[src/rtl/link_tx_pkg.sv]
package link_tx_pkg;
  localparam int PKT_W      = 104;
  localparam int IDX_W      = 4;
  localparam int LAST_IDX   = 13;
  localparam int BURST_IDX  = 6;
  localparam logic [1:0] SIZE_64 = 2'b11;

  function automatic logic [31:0] dst_of(input logic [PKT_W-1:0] p);
    return p[39:8];
  endfunction

  function automatic logic [3:0] ctrl_of(input logic [PKT_W-1:0] p);
    return p[7:4];
  endfunction

  function automatic logic [PKT_W-1:0] with_ctrl(input logic [PKT_W-1:0] p,
                                                 input logic ovr,
                                                 input logic [3:0] mode);
    logic [PKT_W-1:0] r;
    r = p;
    if (ovr) r[7:4] = mode;
    return r;
  endfunction

  function automatic logic [7:0] frame_byte(input logic [PKT_W-1:0] p,
                                            input logic [IDX_W-1:0] i);
    logic [31:0] lo;
    logic [31:0] hi;
    logic [7:0]  b;
    lo = p[1] ? p[71:40] : p[103:72];
    hi = p[103:72];
    case (i)
      4'd1:    b = {p[7:4], p[39:36]};
      4'd2:    b = p[35:28];
      4'd3:    b = p[27:20];
      4'd4:    b = p[19:12];
      4'd5:    b = {p[11:8], p[3:0]};
      4'd6:    b = lo[31:24];
      4'd7:    b = lo[23:16];
      4'd8:    b = lo[15:8];
      4'd9:    b = lo[7:0];
      4'd10:   b = hi[31:24];
      4'd11:   b = hi[23:16];
      4'd12:   b = hi[15:8];
      4'd13:   b = hi[7:0];
      default: b = 8'h00;
    endcase
    return b;
  endfunction
endpackage

[src/rtl/link_tx_wait_sync.sv]
module link_tx_wait_sync #(
  parameter int STAGES = 2
) (
  input  logic clk,
  input  logic rst_n,
  input  logic d,
  output logic q
);
  logic [STAGES-1:0] sh_q;
  logic [STAGES-1:0] sh_n;

  always_comb begin
    sh_n = {sh_q[STAGES-2:0], d};
  end

  always_ff @(posedge clk or negedge rst_n) begin
    if (!rst_n) sh_q <= '0;
    else        sh_q <= sh_n;
  end

  assign q = sh_q[STAGES-1];
endmodule

[src/rtl/link_tx_arb.sv]
module link_tx_arb (
  input  logic       idle,
  input  logic       last,
  input  logic       burst_ok,
  input  logic       wr_hold,
  input  logic       rd_hold,
  input  logic [2:0] req,
  output logic [2:0] grant,
  output logic [2:0] stall
);
  logic rr_open;
  logic wr_open;
  logic rd_open;

  always_comb begin
    rr_open = !wr_hold && idle;
    wr_open = !wr_hold && !req[0] && (idle || (last && burst_ok));
    rd_open = !rd_hold && idle && !(!wr_hold && (req[0] || req[1]));
    grant   = {req[2] && rd_open, req[1] && wr_open, req[0] && rr_open};
    stall   = {!rd_open, !wr_open, !rr_open};
  end
endmodule

[src/rtl/link_tx_ser.sv]
module link_tx_ser
  import link_tx_pkg::*;
(
  input  logic             clk,
  input  logic             rst_n,
  input  logic             load,
  input  logic [PKT_W-1:0] load_pkt,
  output logic             active,
  output logic             last,
  output logic [PKT_W-1:0] cur_pkt,
  output logic [7:0]       byte_o
);
  logic             act_q, act_n;
  logic [IDX_W-1:0] idx_q, idx_n;
  logic [PKT_W-1:0] pkt_q, pkt_n;
  logic             at_last;

  assign at_last = act_q && (idx_q == IDX_W'(LAST_IDX));

  always_comb begin
    act_n = act_q;
    idx_n = idx_q;
    pkt_n = pkt_q;
    if (load) begin
      pkt_n = load_pkt;
      act_n = 1'b1;
      idx_n = act_q ? IDX_W'(BURST_IDX) : '0;
    end else if (act_q) begin
      if (at_last) act_n = 1'b0;
      else         idx_n = idx_q + 1'b1;
    end
  end

  always_ff @(posedge clk or negedge rst_n) begin
    if (!rst_n) begin
      act_q <= 1'b0;
      idx_q <= '0;
      pkt_q <= '0;
    end else begin
      act_q <= act_n;
      idx_q <= idx_n;
      if (load) pkt_q <= pkt_n;
    end
  end

  assign active  = act_q;
  assign last    = at_last;
  assign cur_pkt = pkt_q;
  assign byte_o  = act_q ? frame_byte(pkt_q, idx_q) : 8'h00;

  AST_NO_ABORT: assert property (@(posedge clk) disable iff (!rst_n)
    (act_q && !at_last) |=> (act_q && idx_q == $past(idx_q) + 1'b1));
  AST_LOAD_WHEN_FREE: assert property (@(posedge clk) disable iff (!rst_n)
    load |-> (!act_q || at_last));
  AST_IDX_RANGE: assert property (@(posedge clk) disable iff (!rst_n)
    act_q |-> (idx_q <= IDX_W'(LAST_IDX)));
endmodule

[src/rtl/link_pkt_tx.sv]
module link_pkt_tx
  import link_tx_pkg::*;
#(
  parameter int SYNC_STAGES  = 2,
  parameter int BURST_STRIDE = 8
) (
  input  logic             clk,
  input  logic             rst_n,
  input  logic             cfg_ctrl_override,
  input  logic [3:0]       cfg_ctrl_mode,
  input  logic             rr_access,
  input  logic [PKT_W-1:0] rr_packet,
  output logic             rr_wait,
  input  logic             wr_access,
  input  logic [PKT_W-1:0] wr_packet,
  output logic             wr_wait,
  input  logic             rd_access,
  input  logic [PKT_W-1:0] rd_packet,
  output logic             rd_wait,
  input  logic             far_rd_wait,
  input  logic             far_wr_wait,
  output logic             link_frame,
  output logic [7:0]       link_byte
);
  localparam int N_HOLD = 2;

  logic [N_HOLD-1:0] hold_raw, hold_s;
  logic [2:0]        req, grant, stall;
  logic [PKT_W-1:0]  wr_eff, rd_eff, load_pkt, cur_pkt;
  logic              active, last, burst_ok, load;

  assign hold_raw = {far_rd_wait, far_wr_wait};

  for (genvar g = 0; g < N_HOLD; g++) begin : g_sync
    link_tx_wait_sync #(.STAGES(SYNC_STAGES)) u_sync (
      .clk(clk), .rst_n(rst_n), .d(hold_raw[g]), .q(hold_s[g]));
  end

  assign wr_eff = with_ctrl(wr_packet, cfg_ctrl_override, cfg_ctrl_mode);
  assign rd_eff = with_ctrl(rd_packet, cfg_ctrl_override, cfg_ctrl_mode);

  always_comb begin
    burst_ok = cur_pkt[1] && (cur_pkt[3:2] == SIZE_64) &&
               wr_eff[1]  && (wr_eff[3:2]  == SIZE_64) &&
               (ctrl_of(wr_eff) == ctrl_of(cur_pkt)) &&
               (dst_of(wr_eff) == dst_of(cur_pkt) + 32'(BURST_STRIDE));
  end

  assign req = {rd_access, wr_access, rr_access};

  link_tx_arb u_arb (
    .idle(!active), .last(last), .burst_ok(burst_ok),
    .wr_hold(hold_s[0]), .rd_hold(hold_s[1]),
    .req(req), .grant(grant), .stall(stall));

  always_comb begin
    unique case (1'b1)
      grant[0]: load_pkt = rr_packet;
      grant[1]: load_pkt = wr_eff;
      default:  load_pkt = rd_eff;
    endcase
  end

  assign load = |grant;

  link_tx_ser u_ser (
    .clk(clk), .rst_n(rst_n), .load(load), .load_pkt(load_pkt),
    .active(active), .last(last), .cur_pkt(cur_pkt), .byte_o(link_byte));

  assign link_frame = active;
  assign rr_wait    = stall[0];
  assign wr_wait    = stall[1];
  assign rd_wait    = stall[2];

  AST_ONE_GRANT: assert property (@(posedge clk) disable iff (!rst_n)
    $onehot0(grant));
  AST_START_ZERO: assert property (@(posedge clk) disable iff (!rst_n)
    (load && !link_frame) |=> (link_frame && link_byte == 8'h00));
  AST_RD_HELD: assert property (@(posedge clk) disable iff (!rst_n)
    hold_s[1] |-> rd_wait);
  AST_RR_NO_BURST: assert property (@(posedge clk) disable iff (!rst_n)
    (link_frame && rr_access) |-> wr_wait);
endmodule

[config.mk]
export PLATFORM = sky130hd
export DESIGN_NAME = link_pkt_tx
export DESIGN_NICKNAME = d
export VERILOG_FILES = /design/src/rtl/link_tx_pkg.sv /design/src/rtl/link_tx_wait_sync.sv /design/src/rtl/link_tx_arb.sv /design/src/rtl/link_tx_ser.sv /design/src/rtl/link_pkt_tx.sv
export SDC_FILE = /design/constraint.sdc
export NUM_CORES = 1
export LEC_CHECK = 0
export CELL_PAD_IN_SITES_DETAIL_PLACEMENT = 2
export CELL_PAD_IN_SITES_GLOBAL_PLACEMENT = 2
export CORE_ASPECT_RATIO = 0.75
export CORE_MARGIN = 2
export CORE_UTILIZATION = 27
export DETAILED_ROUTE_END_ITERATION = 7
export PLACE_DENSITY = 0.87
export SKIP_CTS_REPAIR_TIMING = 1
export SYNTH_ARGS = -nofsm -noshare
export SYNTH_HDL_FRONTEND = slang
export SYNTH_SLANG_ARGS = --single-unit
[constraint.sdc]
create_clock -name clk -period 6.65 [get_ports clk]
set_input_delay 1.33 -clock clk [delete_from_list [all_inputs] [get_ports clk]]
set_output_delay 1.33 -clock clk [all_outputs]
set_load 0.01 [all_outputs]
# Word level (Yosys, flattened, before mapping)
# Cells that the tools add are included.
classes:
  n_eq_ne: 18
  multipliers: 0
  div: 0
  muxes: 13
  reduce_logical: 29
  n_shift: 0
  bitwise_logic: 0
  n_addsub: 2
  order_cmp: 0
op_table:
  columns: ["operator", "n"]
  rows:
  - ["one-hot mux 104 bit (2 select lines)", 1]
  - ["one-hot mux 8 bit (13 select lines)", 1]
  - ["adder 32 x 4 -> 32 bit (second input constant)", 1]
  - ["== test 32 bit", 1]
  - ["2-to-1 mux 32 bit", 1]
  - ["== test 4 bit (second input constant)", 6]
  - ["2-to-1 mux 4 bit", 5]
  - ["== test 4 x 3 -> 1 bit (second input constant)", 4]
  - ["logical AND 1 bit", 16]
  - ["== test 4 x 2 -> 1 bit (second input constant)", 2]
  - ["zero test 1 bit", 8]
  - ["2-to-1 mux 8 bit", 1]
  - ["adder 4 x 1 -> 4 bit (second input constant)", 1]
  - ["== test 2 bit (second input constant)", 2]
  - ["== test 4 x 1 -> 1 bit (second input constant)", 1]
  - ["== test 4 bit", 1]
  - ["2-to-1 mux 1 bit", 3]
  - ["2-to-1 mux 3 bit", 1]
  - ["OR reduction 3 bit", 1]
  - ["logical OR 1 bit", 2]
  - ["!= test 2 bit (second input constant)", 1]
  - ["AND reduction 2 bit", 1]
  - ["nonzero test 2 bit", 1]
totals:
  memories: 0
  out_inout_bits: 12
  register_bits: 113
  mem_bits_rw: 0
  latch_bits: 0
  wordCells: 67
  mem_bits_ro: 0

# Longest topological paths before layout
# Gate-level depths: netlist of the first run.
depth:
  depth_word: 13
  mapped_depth: 14

# Cells and area by module
# A second synthesis of the first run with hierarchy kept.
unflattened:
  hier_cells: 960
  area_unflattened_um2: 8521.9
by_module_without_submodules:
  columns: ["mod", "area_each_um2", "instances", "cells_each"]
  rows:
  - ["link_tx_ser", 5440.2, 1, 425]
  - ["link_pkt_tx", 2922.8, 1, 522]
  - ["link_tx_wait_sync", 50.0, 2, 2]
  - ["link_tx_arb", 58.8, 1, 9]

# Worst setup path after synthesis of the first run
# OpenSTA, ideal clock, no wires.
synth_path:
  path_kind: "input to output"
  start: "input port cfg_ctrl_override"
  end: "output port wr_wait"
  n_path_buf: 2
  path_slack_ns: 1.781
  t_arrival_ns: 3.539
  cell_stages: 10
  cell_sequence: "buf_6 > mux2i_1 > xor2_1 > nand4_1 > or4_1 > or4_1 > nor4_2 > a21bo_2 > buf_2 > nand2_1"
synth_between:
  elab_chain_cells: 8
synth_lines:
  columns: ["element", "line", "rtl"]
  rows:
  - ["from (decl)", "link_pkt_tx.sv:9", "input logic cfg_ctrl_override,"]
  - ["2-to-1 mux 4 bit", "link_tx_pkg.sv:21", "if (ovr) r[7:4] = mode;"]
  - ["== test 4 bit", "link_pkt_tx.sv:45", "(ctrl_of(wr_eff) == ctrl_of(cur_pkt)) &&"]
  - ["logical AND 1 bit", "link_pkt_tx.sv:44", "wr_eff[1] && (wr_eff[3:2] == SIZE_64) &&"]
  - ["logical AND 1 bit", "link_pkt_tx.sv:45", null]
  - ["logical AND 1 bit", "link_tx_arb.sv:17", "wr_open = !wr_hold && !req[0] && (idle || (last && burst_ok));"]
  - ["logical OR 1 bit", "link_tx_arb.sv:17", null]
  - ["logical AND 1 bit", "link_tx_arb.sv:17", null]
  - ["zero test 1 bit", "link_tx_arb.sv:20", "stall = {!rd_open, !wr_open, !rr_open};"]
  - ["to (decl)", "link_pkt_tx.sv:16", "output logic wr_wait,"]
# Every way passes these cells.

# Worst setup path in the final report of the first run
# Ends and elaborated chain as after synthesis.

==> results.sh, run 1 <==
export IMPL_dp_slack_ps=402.5
export IMPL_fin_cells=1685
export IMPL_endpoint_kind="output port"
export IMPL_met2WireLength_um=19870
export IMPL_hold_class="flip-flop to flip-flop"
export IMPL_cts_tree="done"
export IMPL_synth_edf_count=0
export IMPL_finalNetCount=1598
export IMPL_max_slew_worst_pin_slew_ps=1008
export IMPL_vdd_drop_max_mv=0.2173
export IMPL_timing_final_crit_share=0.9382
export IMPL_wl_per_cell_um=26.00
export IMPL_rsz0062_at_grt="no"
export IMPL_cp_slowest_cell="clkdlybuf4s50_1"
export IMPL_htree_levels=4
export IMPL_start_util=0.2764
export IMPL_final_layout_size_suffix_gt1_frac=0.05082
export IMPL_synthTopCellsByArea="dfrtp_1 (33%), o22a_1 (10%), a22oi_1 (9.7%), and3_1 (8.2%), o21ai_0 (4.1%)"
export IMPL_synth_seq_cells=113
export IMPL_fin_skew_ps=10.42
export IMPL_setup_viol=0
export IMPL_clockBufferDepth=2
export IMPL_routed_via_density=5.776
export IMPL_syn_area_per_cell_um2=8.635
export IMPL_yosysUniqueCellTypes=61
export IMPL_post_synth_top_area_cell="dfrtp_1"
export IMPL_track_usage=0.2589
export IMPL_diodes=0
export IMPL_max_stage_delay_ps=780
export IMPL_setup_ws_ps=410.8
export IMPL_vias=9732
export IMPL_nFillCells=3448
export IMPL_layout_commonest_cell="clkdlybuf4s50_1"
export IMPL_grt_max_degree=133
export IMPL_min_from="g_sync[0].u_sync.sh_q[0]$_DFF_PN0_"
export IMPL_async_flop_share=1.000
export IMPL_drt_iter0_drc=499
export IMPL_route_detailed_drc=0
export IMPL_cp_max_fo=12
export IMPL_routed_wl_um=43810
export IMPL_status="complete, no violations"
export IMPL_routed_wl_met3_um=3009
export IMPL_worstPathCellList="clkdlybuf4s50_1 -> mux2i_1 -> xor2_1 -> o2111ai_1 -> or4_1 -> or4_1 -> nor4_2 -> a21bo_4 -> nand2_1 -> clkdlybuf4s50_1"
export IMPL_syn_nets=1336
export IMPL_fp_dieH_um=159.4
export IMPL_syn_inst=1007
export IMPL_p_leak_nw=5.083
export IMPL_die_w_um=211.2
export IMPL_antenna_found_initial=0
export IMPL_finalInstanceArea_um2=12670
export IMPL_critPathKind="primary input to output port"
export IMPL_cts_sinks=113
export IMPL_reg2reg_from="u_ser.idx_q[1]$_DFFE_PN0P_"
export IMPL_postPlaceCellArea_um2=12160
export IMPL_relSlewSlack=0.3280
export IMPL_synth_top_area_frac=0.3252
export IMPL_placementRows=56
export IMPL_dr_pass1_iters=8
export IMPL_hold_path_depth=0
export IMPL_finalHoldViolations=0
export IMPL_port_buffers=335
export IMPL_ys_warn_count=0
export IMPL_min_to="g_sync[0].u_sync.sh_q[1]$_DFF_PN0_"
export IMPL_worst_ep_required_time_ps=5320
export IMPL_drt_met1_wl_um=20550
export IMPL_dp_cells=1656
export IMPL_seq_area_frac_synth=0.3252
export IMPL_synth_main_ff_cell="dfrtp_1"
export IMPL_ant_nets=0
export IMPL_syn_to_final_growth_pct=45.71
export IMPL_clock_latency_ps=430
export IMPL_core_area_um2=31460
export IMPL_cp_start_kind="primary input"
export IMPL_top_layer_used="met4"
export IMPL_reg2reg_depth=15
export IMPL_cts_root_buf="clkbuf_16"
export IMPL_r2r_slack_ps=1820
export IMPL_finalCriticalPeriod_ps=6239
export IMPL_maxCapViolCount=0
export IMPL_max_freq_mhz=160.3
export IMPL_mostFrequentLayoutCells="clkdlybuf4s50_1 (334), and3_1 (113), dfrtp_1 (113), a22oi_1 (112), o22a_1 (101)"
export IMPL_syn_cell_area_um2=8696
export IMPL_final_setup_tns_ps=0
export IMPL_worst_ep_arrival_time_ps=4910
export IMPL_io_pins=336
export IMPL_cts_buffers=17
export IMPL_grt_pass1_vias=10660
export IMPL_r2r_end="u_ser.cur_pkt[98]$_DFFE_PN0P_"
export IMPL_grt_pass1_wl_um=66890
export IMPL_drv_slew=0
export IMPL_gp_congestion=0.8960
export IMPL_grt_overflow=0
export IMPL_hpwl_um=33430
export IMPL_post_route_util=0.4028
export IMPL_clk_pin_slew_worst_paths_ps=60
export IMPL_dieArea_um2=33670
export IMPL_p_per_area_nw_per_um2=382.9
## routing by layer
metal,global-route usage,up-vias
met5,0,-
met4,0.03809,0
met3,0.06272,24
met2,0.4104,308
met1,0.3627,4960
li1,-,4440
## layout make-up
class | count | area, um^2 | area share
clock inverter | 7 | 37.54 | 0.002962
sequential | 113 | 2828 | 0.2232
inverter | 11 | 41.29 | 0.003259
tap | 406 | 508.0 | 0.04009
timing repair buffer | 354 | 3531 | 0.2787
multi-input combinational | 772 | 5251 | 0.4144
clock buffer | 22 | 474.2 | 0.03742
## worst max path at each step
stage / start / endpoint / slack [ps] / cells after the start
6_report: cfg_ctrl_override / wr_wait / 410 / 10
5_1_grt: cfg_ctrl_override / wr_wait / 230 / 10
4_1_cts: cfg_ctrl_override / wr_wait / 400 / 10
3_5_place_dp: cfg_ctrl_override / wr_wait / 400 / 10
3_3_place_gp: cfg_ctrl_override / wr_wait / 510 / 10
2_1_floorplan: cfg_ctrl_override / wr_wait / 1780 / 10
## synth_stat cells, types with 7 or more instances
cell type and n:
buf_2 21, xnor2_1 32, nor3_1 8, a222oi_1 7, nor2_1 37, o21ai_0 71, o21ai_1 50, inv_1 10
nand4_1 17, and3_1 114, nand3_1 26, o22a_1 101, a21oi_1 25, a22oi_1 112, buf_4 16, a221oi_1 7
dfrtp_1 113, clkbuf_1 59, xor2_1 18, nand2_1 41, a31oi_1 8, mux2_2 7, mux2i_1 15
## critical path: cells and delay by family
family / cells / cell delay, ps
multiplexers: 1 / 330
buffers and inverters: 2 / 1280
XOR/XNOR: 1 / 180
AND/OR/NAND/NOR: 4 / 1470
AO/OA/AOI/OAI: 2 / 310
## flip-flops by register name (all words and copies together) (netlist names)
signal,flops
u_ser.cur_pkt,104
u_ser.idx_q,4
u_ser.active,1
g_sync.u_sync.sh_q,4
## power breakdown
part | leakage [nW] | switching [mW] | internal (mW)
Sequential | 1.25 | 0.543 | 1.02
Clock | 0.257 | 0.340 | 0.494
Combinational | 3.58 | 1.33 | 1.12
Total | 5.08 | 2.22 | 2.63
## through the flow
step / total power, mW / hold slack [ps]
floorplan: 2.878 / 331.2
global placement: 3.911 / 333.7
detailed placement: 4.001 / 341.0
CTS: 4.866 / 355.1
global route: 5.173 / 361.6
finish: 4.852 / 354.2
## cells by family after synthesis
| kind of cell | Yosys count | share of synthesized area |
|---|---|---|
| AO/OA/AOI/OAI | 421 | 0.3423 |
| adder cells (fa/ha/maj) | 5 | 0.007194 |
| flip-flops | 113 | 0.3252 |
| buffers and inverters | 122 | 0.07468 |
| multiplexers | 22 | 0.02633 |
| AND/OR/NAND/NOR | 274 | 0.1740 |
| XOR/XNOR | 50 | 0.05036 |
Power figures use the tool's default switching activity.
==> run 2: changes to the inputs <==
--- a/config.mk
+++ b/config.mk
@@ -12,7 +12,9 @@
 export CORE_UTILIZATION = 27
 export DETAILED_ROUTE_END_ITERATION = 7
 export PLACE_DENSITY = 0.87
+export RECOVER_POWER = 25
 export SKIP_CTS_REPAIR_TIMING = 1
+export SLEW_MARGIN = 10
 export SYNTH_ARGS = -nofsm -noshare
 export SYNTH_HDL_FRONTEND = slang
 export SYNTH_SLANG_ARGS = --single-unit
==> results.sh, run 2 (same netlist as run 1, synthesis figures left out) <==
export IMPL_grt_max_degree=133
export IMPL_cts_tree="done"
export IMPL_dieArea_um2=33670
export IMPL_fp_dieH_um=159.4
export IMPL_clockBufferDepth=2
export IMPL_endpoint_kind="output port"
export IMPL_routed_via_density=5.772
export IMPL_timing_final_crit_share=0.9384
export IMPL_track_usage=0.2589
export IMPL_finalHoldViolations=0
export IMPL_core_area_um2=31460
export IMPL_dr_pass1_iters=6
export IMPL_port_buffers=335
export IMPL_max_stage_delay_ps=780
export IMPL_p_leak_nw=5.079
export IMPL_failed_checks="max-capacitance violations, max-slew violations"
export IMPL_grt_pass1_vias=10660
export IMPL_start_util=0.2764
export IMPL_drv_slew=116
export IMPL_antenna_found_initial=0
export IMPL_critPathKind="primary input to output port"
export IMPL_cp_slowest_cell="clkdlybuf4s50_1"
export IMPL_grt_pass1_wl_um=66890
export IMPL_syn_to_final_growth_pct=45.64
export IMPL_grt_overflow=0
export IMPL_nFillCells=3449
export IMPL_post_route_util=0.4026
export IMPL_worst_ep_required_time_ps=5320
export IMPL_htree_levels=4
export IMPL_cts_sinks=113
export IMPL_diodes=0
export IMPL_largest_reg_flops=104
export IMPL_gp_congestion=0.8960
export IMPL_clk_pin_slew_worst_paths_ps=60
export IMPL_worstPathCellList="clkdlybuf4s50_1 -> mux2i_1 -> xor2_1 -> o2111ai_1 -> or4_1 -> or4_1 -> nor4_2 -> a21bo_4 -> nand2_1 -> clkdlybuf4s50_1"
export IMPL_final_layout_size_suffix_gt1_frac=0.05004
export IMPL_max_freq_mhz=160.3
export IMPL_hold_class="flip-flop to flip-flop"
export IMPL_whs_ps=354.2
export IMPL_cts_buffers=17
export IMPL_ant_nets=0
export IMPL_rsz0062_at_grt="no"
export IMPL_vdd_drop_max_mv=0.2170
export IMPL_hpwl_um=33430
export IMPL_status="complete, but fails checks"
export IMPL_cp_max_fo=12
export IMPL_max_slew_worst_pin_slew_ps=3348
export IMPL_placementRows=56
export IMPL_setup_viol=0
export IMPL_relSlewSlack=-1.232
export IMPL_worst_ep_arrival_time_ps=4910
export IMPL_wl_per_cell_um=25.98
export IMPL_fin_skew_ps=10.56
export IMPL_die_w_um=211.2
export IMPL_mostFrequentLayoutCells="clkdlybuf4s50_1 (332), and3_1 (113), dfrtp_1 (113), a22oi_1 (112), o22a_1 (101)"
export IMPL_io_pins=336
export IMPL_clock_latency_ps=430
export IMPL_r2r_slack_ps=1830
export IMPL_layout_commonest_cell="clkdlybuf4s50_1"
export IMPL_p_per_area_nw_per_um2=383.2
export IMPL_cts_root_buf="clkbuf_16"
export IMPL_finalCriticalPeriod_ps=6240
export IMPL_finalNetCount=1598
export IMPL_drt_iter0_drc=499
export IMPL_final_setup_tns_ps=0
export IMPL_routed_wl_um=43770
export IMPL_cp_start_kind="primary input"
export IMPL_maxCapViolCount=2
export IMPL_vias=9725
export IMPL_route_detailed_drc=0
==> run 2: worst paths after layout <==
check,to,depth (start not counted),start
worst max-delay path,wr_wait,10,cfg_ctrl_override
worst min-delay path,g_sync[0].u_sync.sh_q[1]$_DFF_PN0_,0,g_sync[0].u_sync.sh_q[0]$_DFF_PN0_
worst max register to register,u_ser.cur_pkt[98]$_DFFE_PN0P_,15,u_ser.idx_q[1]$_DFFE_PN0P_
worst min register to register,g_sync[0].u_sync.sh_q[1]$_DFF_PN0_,0,g_sync[0].u_sync.sh_q[0]$_DFF_PN0_
max in group asynchronous,u_ser.idx_q[3]$_DFFE_PN0P_,2,rst_n
min in group asynchronous,g_sync[0].u_sync.sh_q[0]$_DFF_PN0_,1,rst_n
==> run 2: area by class of cell <==
class                      instances  area [um^2]  share of cell area
inverter                          11        41.29            0.003260
multi-input combinational        772         5251              0.4146
tap                              406        508.0             0.04011
timing repair buffer             354         3525              0.2783
clock buffer                      22        474.2             0.03744
sequential                       113         2828              0.2233
clock inverter                     7        37.54            0.002964
==> run 2: metal layers <==
metal / wire length (um) / track usage / up-vias / part of all wire
met5: 0 / 0 / - / 0
met4: 358 / 0.03809 / 0 / 0.0082
met3: 2922 / 0.06272 / 22 / 0.067
met2: 19880 / 0.4104 / 292 / 0.45
met1: 20600 / 0.3627 / 4972 / 0.47
li1: - / - / 4439 / -
==> run 2: critical path: cells and delay by family <==
| family | cells | cell delay, ps |
|---|---|---|
| multiplexers | 1 | 330 |
| AO/OA/AOI/OAI | 2 | 310 |
| AND/OR/NAND/NOR | 4 | 1470 |
| buffers and inverters | 2 | 1280 |
| XOR/XNOR | 1 | 180 |
==> run 2: stage by stage <==
step	std cells	area [um^2]	setup slack, ps	power, mW
floorplan	1007	8696	1781	2.878
global placement	1656	12160	513.2	3.911
detailed placement	1656	12160	402.5	4.001
CTS	1685	12670	398.8	4.866
global route	1685	12660	226.1	5.172
finish	1685	12660	410.0	4.852
==> run 2: where the power goes <==
group          internal [mW]  switching (mW)
combinational           1.12            1.34
sequential              1.02           0.541
clock                  0.495           0.342
